===== config.mk =====
export PLATFORM = sky130hd
export DESIGN_NAME = serial_frame_tx
export DESIGN_NICKNAME = d
export VERILOG_FILES = /design/src/rtl/serial_frame_tx_pkg.sv /design/src/rtl/serial_frame_tx_ctrl.sv /design/src/rtl/serial_frame_tx_dp.sv /design/src/rtl/serial_frame_tx.sv
export SDC_FILE = /design/constraint.sdc
export NUM_CORES = 1
export LEC_CHECK = 0
export BUFFER_PORTS_ARGS = -buffer_cell sky130_fd_sc_hd__buf_2
export CAP_MARGIN = 10
export CORE_UTILIZATION = 43
export CTS_BUF_LIST = sky130_fd_sc_hd__clkbuf_8
export CTS_CLUSTER_DIAMETER = 80
export DETAILED_ROUTE_END_ITERATION = 6
export HOLD_SLACK_MARGIN = 0.05
export PLACE_DENSITY = 0.73
export SLEW_MARGIN = 5
export SYNTH_ARGS = -nofsm -noshare
export SYNTH_HDL_FRONTEND = slang
export SYNTH_SLANG_ARGS = --single-unit
export TNS_END_PERCENT = 50

===== constraint.sdc =====
create_clock -name clk -period 1.4 [get_ports clk]
set_input_delay 0.28 -clock clk [delete_from_list [all_inputs] [get_ports clk]]
set_output_delay 0.28 -clock clk [all_outputs]
set_load 0.005 [all_outputs]

===== src/rtl/serial_frame_tx_pkg.sv =====
package serial_frame_tx_pkg;
  typedef struct packed {
    logic load;
    logic shift;
  } dpCtrl_t;

  typedef enum logic {
    ST_IDLE = 1'b0,
    ST_SEND = 1'b1
  } txState_e;
endpackage


===== src/rtl/serial_frame_tx_ctrl.sv =====
module serial_frame_tx_ctrl
  import serial_frame_tx_pkg::*;
#(
  parameter int OVERSAMPLE = 16,
  parameter int FRAME_BITS = 11
) (
  input  logic    clk,
  input  logic    rst_n,
  input  logic    tickEn,
  input  logic    txStart,
  output dpCtrl_t strobes,
  output logic    busy,
  output logic    drvEn,
  output logic    donePulse
);
  localparam int TICK_W = (OVERSAMPLE > 1) ? $clog2(OVERSAMPLE) : 1;
  localparam int BIT_W  = $clog2(FRAME_BITS);
  localparam logic [TICK_W-1:0] TICK_LAST = TICK_W'(OVERSAMPLE - 1);
  localparam logic [BIT_W-1:0]  BIT_LAST  = BIT_W'(FRAME_BITS - 1);

  txState_e          state;
  logic [TICK_W-1:0] tickCnt;
  logic [BIT_W-1:0]  bitCnt;
  logic              bitEnd;
  logic              lastBit;

  always_comb begin
    bitEnd        = (state == ST_SEND) && tickEn && (tickCnt == TICK_LAST);
    lastBit       = (bitCnt == BIT_LAST);
    strobes.load  = (state == ST_IDLE) && txStart;
    strobes.shift = bitEnd;
  end

  always_ff @(posedge clk) begin
    if (!rst_n) begin
      state     <= ST_IDLE;
      tickCnt   <= '0;
      bitCnt    <= '0;
      drvEn     <= 1'b0;
      donePulse <= 1'b0;
    end else begin
      donePulse <= 1'b0;
      case (state)
        ST_IDLE: begin
          if (txStart) begin
            state   <= ST_SEND;
            drvEn   <= 1'b1;
            tickCnt <= '0;
            bitCnt  <= '0;
          end
        end
        ST_SEND: begin
          if (tickEn) begin
            if (tickCnt == TICK_LAST) begin
              tickCnt <= '0;
              if (lastBit) begin
                state     <= ST_IDLE;
                drvEn     <= 1'b0;
                donePulse <= 1'b1;
              end else begin
                bitCnt <= bitCnt + 1'b1;
              end
            end else begin
              tickCnt <= tickCnt + 1'b1;
            end
          end
        end
        default: state <= ST_IDLE;
      endcase
    end
  end

  assign busy = (state == ST_SEND);
endmodule


===== src/rtl/serial_frame_tx_dp.sv =====
module serial_frame_tx_dp
  import serial_frame_tx_pkg::*;
#(
  parameter int DATA_W     = 8,
  parameter int FRAME_BITS = DATA_W + 3
) (
  input  logic              clk,
  input  logic              rst_n,
  input  dpCtrl_t           strobes,
  input  logic [DATA_W-1:0] txData,
  input  logic              parityOdd,
  output logic              txLine
);
  logic [FRAME_BITS-1:0] shiftReg;
  logic                  parBit;
  logic [FRAME_BITS-1:0] frameWord;

  always_comb begin
    parBit    = (^txData) ^ parityOdd;
    frameWord = {1'b1, parBit, txData, 1'b0};
  end

  always_ff @(posedge clk) begin
    if (!rst_n) begin
      shiftReg <= '1;
    end else if (strobes.load) begin
      shiftReg <= frameWord;
    end else if (strobes.shift) begin
      shiftReg <= {1'b1, shiftReg[FRAME_BITS-1:1]};
    end
  end

  assign txLine = shiftReg[0];
endmodule


===== src/rtl/serial_frame_tx.sv =====
module serial_frame_tx
  import serial_frame_tx_pkg::*;
#(
  parameter int DATA_W     = 8,
  parameter int OVERSAMPLE = 16
) (
  input  logic              clk,
  input  logic              rst_n,
  input  logic              tickEn,
  input  logic [DATA_W-1:0] txData,
  input  logic              txStart,
  input  logic              parityOdd,
  output logic              txLine,
  output logic              drvEn,
  output logic              busy,
  output logic              donePulse
);
  localparam int FRAME_BITS = DATA_W + 3;

  dpCtrl_t strobes;

  serial_frame_tx_ctrl #(
    .OVERSAMPLE(OVERSAMPLE),
    .FRAME_BITS(FRAME_BITS)
  ) u_ctrl (
    .clk      (clk),
    .rst_n    (rst_n),
    .tickEn   (tickEn),
    .txStart  (txStart),
    .strobes  (strobes),
    .busy     (busy),
    .drvEn    (drvEn),
    .donePulse(donePulse)
  );

  serial_frame_tx_dp #(
    .DATA_W    (DATA_W),
    .FRAME_BITS(FRAME_BITS)
  ) u_dp (
    .clk      (clk),
    .rst_n    (rst_n),
    .strobes  (strobes),
    .txData   (txData),
    .parityOdd(parityOdd),
    .txLine   (txLine)
  );
endmodule


# Word-level counts from Yosys, hierarchy flattened
# Index checks and enable logic that the tools add are counted.
[word_totals]
regBits = 21
n_memories = 0
mem_bits_rw = 0
elab_cells = 47
in_bits = 13
latch_bits = 0
rom_bits = 0
[op_classes]
reduce_logical = 9
shift = 0
n_bitwise = 2
addsub = 2
div = 0
magnitude_cmp = 0
muxes = 21
eq_ne = 7
n_mul = 0
[op_table]
columns = ["op", "n"]
rows = [
  ["two-way mux 4 bit", 6],
  ["two-way mux 10 bit", 2],
  ["one-hot mux 4 bit (2 select lines)", 2],
  ["AND reduction 4 bit", 3],
  ["!= test 2 bit, second input constant", 5],
  ["two-way mux 1 bit", 9],
  ["adder 4 x 1 -> 4 bit, second input constant", 2],
  ["equality test 4 bit, second input constant", 2],
  ["XOR reduction 8 bit", 1],
  ["one-hot mux 1 bit (2 select lines)", 2],
  ["logical AND 1 bit", 3],
  ["AND reduction 2 bit", 1],
  ["nonzero test 2 bit", 1],
  ["inverter 1 bit", 1],
  ["XOR 1 bit", 1],
]

# Logic depth before layout (Yosys ltp)
# Gate-level depths: netlist of run 1.
[depth]
depth_word = 5
ltp_mapped = 6

# Cells and area by module
# Synthesis of run 1 repeated with hierarchy kept, for this count alone.
[unflattened]
cells_unflattened = 119
hier_area_um2 = 1141.1
[modules_own_cells]
columns = ["module", "area_per_inst_um2", "seq_area_each_um2", "cells_each", "instances"]
rows = [
  ["serial_frame_tx_ctrl", 608.1, 220.2, 69, 1],
  ["serial_frame_tx_dp", 533.0, 200.2, 50, 1],
]

# Least setup slack after synthesis of run 1
# OpenSTA, ideal clock, no wires.
[synth_path]
path_kind = "flip-flop to flip-flop"
start = "reg u_ctrl.tickCnt[0]"
end = "reg u_ctrl.bitCnt[0]"
required_time_ns = 1.330
stages_incl_launch_ff = 7
t_arrival_ns = 1.348
path_slack_ns = -0.017
setup_time_ns = 0.070
n_path_buf = 1
cell_sequence = "dfxtp_1 -> ha_1 -> and3_4 -> a31o_2 -> buf_6 -> a21o_1 -> a21oi_1"
[synth_via]
elab_chain_cells = 3
[synth_lines]
columns = ["item", "line_no", "text"]
rows = [
  ["start: declaration", "serial_frame_tx_ctrl.sv:22", "logic [TICK_W-1:0] tickCnt;"],
  ["start signal: assignment", "serial_frame_tx_ctrl.sv:64", "tickCnt <= tickCnt + 1'b1;"],
  ["equality test 4 bit", "serial_frame_tx_ctrl.sv:54", "if (tickCnt == TICK_LAST) begin"],
  ["!= test 2 bit (no source line)", "--", ""],
  ["AND reduction 4 bit (no source line)", "--", ""],
  ["end signal: assignment", "serial_frame_tx_ctrl.sv:61", "bitCnt <= bitCnt + 1'b1;"],
  ["end: declaration", "serial_frame_tx_ctrl.sv:23", "logic [BIT_W-1:0] bitCnt;"],
]
# Every way passes these cells.
# A chain may end at the register's enable or synchronous reset.

# Worst setup path in the final report of run 1
[layout_path]
start = "reg u_ctrl.tickCnt[0]"
end = "reg u_ctrl.bitCnt[3]"
# The elaborated chain is that of the path after synthesis.

==> impl_metrics.py, run 1 <==
metrics = {
    "critical_path": {
        "crit_slowest_cell": "or3_4",
        "cp_slowest_stage_delay_ns": 0.38,
        "path_max_fanout": 6,
        "r2r_slack_ns": 0.0008,
        "crit_chain": "ha_4, and3_4, a31oi_4, or3_4, a21oi_2",
        "worst-path-buf-inv": 0,
        "path_depth": 5,
        "worstPathRequired_ns": 1.60,
        "crit_type": "reg2reg",
        "crit_path_start_kind": "register",
        "cp-end-kind": "register",
        "startpoint": "u_ctrl.tickCnt[0]",
        "critPathArrivalTime_ns": 1.60,
        "critPathTopFamily": "simple AND/OR/NAND/NOR gates",
        "r2r_cells": 5,
        "reg2reg_from": "u_ctrl.tickCnt[0]",
    },
    "final_layout": {
        "design_area_mm2": 0.00140,
        "nNetsFinal": 177,
        "final_common_cell": "nand2_1",
        "fill_cells": 191,
        "drive_above_1_share_pct": 30.6,
        "layout_common_cells": "22 x nand2_1, 17 x dfxtp_1, 16 x buf_2, 13 x nor2_1, 13 x buf_4",
        "fin_util_pct": 61.5,
        "area_growth_pct": 30.9,
        "n_antenna_cell": 0,
    },
    "synthesis": {
        "yosysWarnings": 0,
        "synth_fp_nets": 146,
        "synthDominantCellAreaShare_pct": 39.3,
        "synth-edff-count": 0,
        "syn_area_mm2": 0.00107,
        "async_reset_ff_share_pct": 0,
        "synth_top_cell_by_area": "dfxtp_1",
        "synthTopCellsByArea": "dfxtp_1 39%, nand2_1 7.7%, and3_1 5.3%",
        "synth-seq-cells": 21,
        "ys.flop_type": "dfxtp_1",
        "yosysSeqAreaShare_pct": 39.3,
        "synth_area_per_cell_um2": 8.23,
        "synth_cell_type_count": 36,
        "postSynthCellCount": 130,
    },
    "place": {
        "place_ws_ns": -0.149,
        "gp_congestion": 0.773,
        "port_buffers": 16,
        "placed_area_mm2": 0.00125,
        "dp_hpwl_um": 1640,
    },
    "floorplanning": {
        "die_w_um": 51.9,
        "dieArea_mm2": 0.00269,
        "coreArea_mm2": 0.00228,
        "rows": 17,
        "initial_utilization_pct": 47.0,
        "die_h_um": 51.9,
        "pin_count": 17,
    },
    "detailed_routing": {
        "routed_wl_um": 2550,
        "ant_nets": 0,
        "drc": 0,
        "drtIter0Drc": 7,
        "routedWlPerCell_um": 13.5,
        "drt_pass1_iterations": 4,
        "vias": 1029,
        "viasPerCell": 5.47,
    },
    "pwr": {
        "ir_drop_mv": 0.731,
        "power.leakage_nw": 0.640,
        "p_per_area_mw_per_mm2": 901,
    },
    "hold_path": {
        "hold_path.class": "in2reg",
        "min_from": "rst_n",
        "hold_path_depth": 3,
    },
    "global_routing": {
        "grt-ovfl-total": 0,
        "grtUsageTotal_pct": 19.1,
        "grt_pass1_vias": 922,
        "grt_pass1_wl_um": 3810,
        "antenna_found_initial": 0,
        "grt_max_degree": 22,
    },
    "cts": {
        "cts_tree": "done",
        "path_clk_slew_ns": 0.07,
        "cts_hold_buf": 0,
        "cts.sink_count": 21,
        "clock_latency_ns": 0.26,
        "ctsLongestPathBuffers": 2,
        "cts_made_buffers": 3,
        "htreeDepth": 1,
        "clk_root_buffer_cell": "clkbuf_8",
    },
    "status": {
        "run_status": "complete, no violations",
    },
    "sta": {
        "rsz0062_at_grt": "true",
        "setup_viol_count_final": 0,
        "fin_tns_setup_ns": 0,
        "final.period_utilization_pct": 99.9,
        "max_freq_mhz": 715,
        "whs_ns": 0.359,
        "max_slew_margin_pct": 74.4,
        "drv_slew": 0,
        "skew_ns": 0.00564,
        "fin_ws_ns": 0.000783,
        "period_needed_ns": 1.40,
        "worstMarginPinSlew_ns": 0.384,
        "hold_violations": 0,
    },
    "job": {
        "maxCapViolations": 0,
    },
}
-- path summary, 6_finish.rpt --
check / to
hold reg to reg: u_ctrl.drvEn
hold / removal: u_ctrl.drvEn
setup reg to reg: u_ctrl.bitCnt[3]
setup / recovery: u_ctrl.bitCnt[3]
-- per-layer routing --
layer / track usage, % / part of all wire (%) / vias to the layer above
met5: 0 / 0 / -
met4: 4.05 / 0.55 / 0
met3: 6.73 / 5.0 / 2
met2: 34.0 / 48 / 26
met1: 21.7 / 46 / 484
li1: - / - / 517
-- cell usage after synthesis (all sizes together) (2+ instances only) --
library cell and count:
ha 3, xnor2 3, and3 10, xnor3 2, dfxtp 21, nand3 5
or3 2, nand2 22, inv 3, mux2i 2, clkbuf 2, nor3 3
o21ai 13, a21oi 7, nor2 13, buf 4
-- what timing repair did --
| item | 4_1_cts | 5_1_grt |
|---|---|---|
| setup buffers | 0 | 4 |
| setup endpoints to repair | 13 | 15 |
| gates resized for setup | 5 | 11 |
| gates cloned | 0 | 1 |
| pin swaps | 4 | 7 |
-- worst register-to-register path, stage by stage, from the launching register on --
cell	delay, ns
dfxtp_2	0.35
ha_4	0.13
and3_4	0.25
a31oi_4	0.11
or3_4	0.38
a21oi_2	0.11
-- layout make-up --
cell class | instances | area (um^2) | share of cell area [%]
timing repair buffer | 31 | 209 | 14.9
tap | 28 | 35.0 | 2.50
inverter | 3 | 11.3 | 0.804
clock buffer | 3 | 41.3 | 2.95
sequential | 21 | 425 | 30.4
multi-input combinational | 101 | 674 | 48.2
clock inverter | 1 | 3.75 | 0.268
-- metrics by stage --
stage          std cells  total power [mW]
2_1_floorplan        130             0.784
3_3_place_gp         179             0.858
3_5_place_dp         179             0.864
4_1_cts              183              1.25
5_1_grt              188              1.33
6_report             188              1.26
-- logic make-up (layout without fill, tap and decap cells) --
| logic type | Yosys count | in the layout | synth area share [%] |
|---|---|---|---|
| AO/OA/AOI/OAI | 29 | 30 | 16.4 |
| XOR/XNOR | 5 | 5 | 6.67 |
| adder cells (fa/ha/maj) | 3 | 3 | 3.51 |
| buffers and inverters | 9 | 38 | 4.44 |
| flip-flops | 21 | 21 | 39.3 |
| multiplexers | 2 | 2 | 1.87 |
| AND/OR/NAND/NOR | 61 | 61 | 27.8 |
-- where the power goes --
part,leakage (nW),switching [mW],total [mW],internal (mW)
combinational,0.440,0.109,0.229,0.120
clock,0.0269,0.194,0.390,0.195
sequential,0.174,0.0165,0.642,0.626
total,0.640,0.320,1.26,0.941
-- sequential cells by signal, summed over array words and instances, names as in the netlist --
register	count
u_ctrl.bitCnt	4
u_ctrl.busy	1
u_ctrl.donePulse	1
u_ctrl.drvEn	1
u_ctrl.tickCnt	4
u_dp.shiftReg	10
No activity file was read; power rests on OpenSTA's default activity.
==> run 2: changes to the inputs <==
Settings changed: PLACE_DENSITY 0.73 to 0.65.
==> run 2 against run 1 <==
  * Clock power decreased by 4%
  * Clock skew decreased by 0.0026 ns
  * Maximum frequency increased by 1.4%
  * Register-to-register slack improved by 0.02 ns
  * Non-clock buffer count decreased by 1
  * Largest cell class unchanged
==> impl_metrics.py, run 2 (synthesized netlist as in run 1, its figures left out) <==
metrics = {
    "final_layout": {
        "layout_common_cells": "21 x nand2_1, 16 x buf_2, 16 x dfxtp_1, 14 x buf_4, 13 x nor2_1",
        "fin_cells": 188,
        "regMostFlops": "u_dp.shiftReg",
        "largest_reg_flops": 10,
        "multi_input_area_um2": 671,
        "seqCellArea_um2": 427,
        "nNetsFinal": 177,
        "drive_above_1_share_pct": 30.6,
        "area_growth_pct": 28.4,
        "fill_cells": 216,
        "design_area_mm2": 0.00137,
        "largestRegisters": "u_dp.shiftReg x10, u_ctrl.bitCnt x4, u_ctrl.tickCnt x4",
        "final_common_cell": "nand2_1",
        "n_antenna_cell": 0,
    },
    "critical_path": {
        "r2r_cells": 5,
        "startpoint": "u_ctrl.tickCnt[1]",
        "critPathTopFamily": "simple AND/OR/NAND/NOR gates",
        "worst-path-buf-inv": 0,
        "critPathArrivalTime_ns": 1.57,
        "r2r_slack_ns": 0.02,
        "cp_slowest_stage_delay_ns": 0.38,
        "worstSetupEndpoint": "u_ctrl.bitCnt[3]",
        "crit_chain": "ha_4, and3_4, a31oi_4, or3_4, a21oi_2",
        "crit_path_start_kind": "register",
        "crit_slowest_cell": "or3_4",
        "r2r_end": "u_ctrl.bitCnt[3]",
        "path_depth": 5,
        "worstPathRequired_ns": 1.59,
        "cp-end-kind": "register",
        "crit_type": "reg2reg",
        "path_max_fanout": 6,
        "reg2reg_from": "u_ctrl.tickCnt[1]",
    },
    "pwr": {
        "ir_drop_mv": 0.448,
        "p_per_area_mw_per_mm2": 899,
        "power.leakage_nw": 0.631,
    },
    "global_routing": {
        "grt_max_degree": 21,
        "grt-ovfl-total": 0,
        "grt_pass1_wl_um": 3740,
        "grt_pass1_vias": 945,
        "antenna_found_initial": 0,
        "grtUsageTotal_pct": 18.8,
    },
    "cts": {
        "cts_tree": "done",
        "path_clk_slew_ns": 0.07,
        "cts_made_buffers": 3,
        "clk_root_buffer_cell": "clkbuf_8",
        "htreeDepth": 1,
        "cts.sink_count": 21,
        "cts_hold_buf": 0,
        "clock_latency_ns": 0.25,
        "postCtsSetupRepairBufs": 0,
        "ctsLongestPathBuffers": 2,
    },
    "detailed_routing": {
        "drc": 0,
        "drtIter0Drc": 23,
        "viasPerCell": 5.41,
        "routed_wl_um": 2350,
        "ant_nets": 0,
        "drt_pass1_iterations": 4,
        "vias": 1018,
        "routedWlPerCell_um": 12.5,
    },
    "place": {
        "dp_hpwl_um": 1640,
        "port_buffers": 16,
        "place_ws_ns": -0.101,
        "placed_area_mm2": 0.00126,
        "gp_congestion": 0.811,
        "dpl.cell_count": 182,
    },
    "status": {
        "run_status": "complete, no violations",
    },
    "sta": {
        "period_needed_ns": 1.38,
        "max_freq_mhz": 725,
        "skew_ns": 0.00304,
        "fin_tns_setup_ns": 0,
        "drv_slew": 0,
        "rsz0062_at_grt": "true",
        "max_slew_margin_pct": 77.5,
        "hold_violations": 0,
        "worstMarginPinSlew_ns": 0.338,
        "fin_ws_ns": 0.0207,
        "final.period_utilization_pct": 98.5,
        "setup_viol_count_final": 0,
    },
    "floorplanning": {
        "dieArea_mm2": 0.00269,
        "die_h_um": 51.9,
        "coreArea_mm2": 0.00228,
        "die_w_um": 51.9,
        "initial_utilization_pct": 47.0,
        "rows": 17,
        "pin_count": 17,
    },
    "hold_path": {
        "hold_path_depth": 3,
        "min_from": "txStart",
        "hold_path.class": "in2reg",
    },
    "job": {
        "maxCapViolations": 0,
    },
}
run 2: area by class of cell:
type                    count  share of cell area (%)
multi-input cells         102                    48.8
flip-flops and latches     21                    31.1
repair buffers             30                    13.5
clock buffers               3                    3.01
well taps                  28                    2.55
inverters                   3                   0.820
clock inverters             1                   0.273
run 2: per-stage QoR:
step	power, mW	util, %	hold WS, ns
floorplan	0.784	-	0.418
global placement	0.853	55.2	0.463
detailed placement	0.857	55.2	0.487
CTS	1.23	57.6	0.372
global route	1.31	60.4	0.386
finish	1.24	60.4	0.371
run 2: how the worst min path moves through the flow:
stage	to	slack, ns
final	u_ctrl.busy	0.37
after global placement	u_ctrl.drvEn	0.46
after floorplan	u_ctrl.busy	0.42
after global routing	u_ctrl.busy	0.39
after CTS	u_ctrl.busy	0.37
after detailed placement	u_ctrl.drvEn	0.49
run 2: repair_timing:
item                                    4_1_cts  5_1_grt
resized for setup                             1       13
pin swaps                                     2        4
gates cloned                                  0        2
endpoints found under the setup margin       13        7
run 2: worst reg2reg max path, stage by stage (launching register included):
cell and delay, ns:
dfxtp_2 0.36, ha_4 0.14, and3_4 0.23, a31oi_4 0.11
or3_4 0.38, a21oi_2 0.11
run 2: power by group:
| part | total [mW] | switching [mW] | internal (mW) | leakage (nW) |
|---|---|---|---|---|
| registers | 0.643 | 0.0167 | 0.626 | 0.174 |
| clock network | 0.376 | 0.181 | 0.195 | 0.0269 |
| logic | 0.216 | 0.104 | 0.112 | 0.430 |
run 2: routing by layer:
layer  wire (um)  vias to the layer above  track usage (%)
met1        1120                      469             22.7
met2        1110                       23             32.7
met3         105                        2             3.51
met4          16                        0             6.76
li1            -                      524                -
met5           0                        -                0
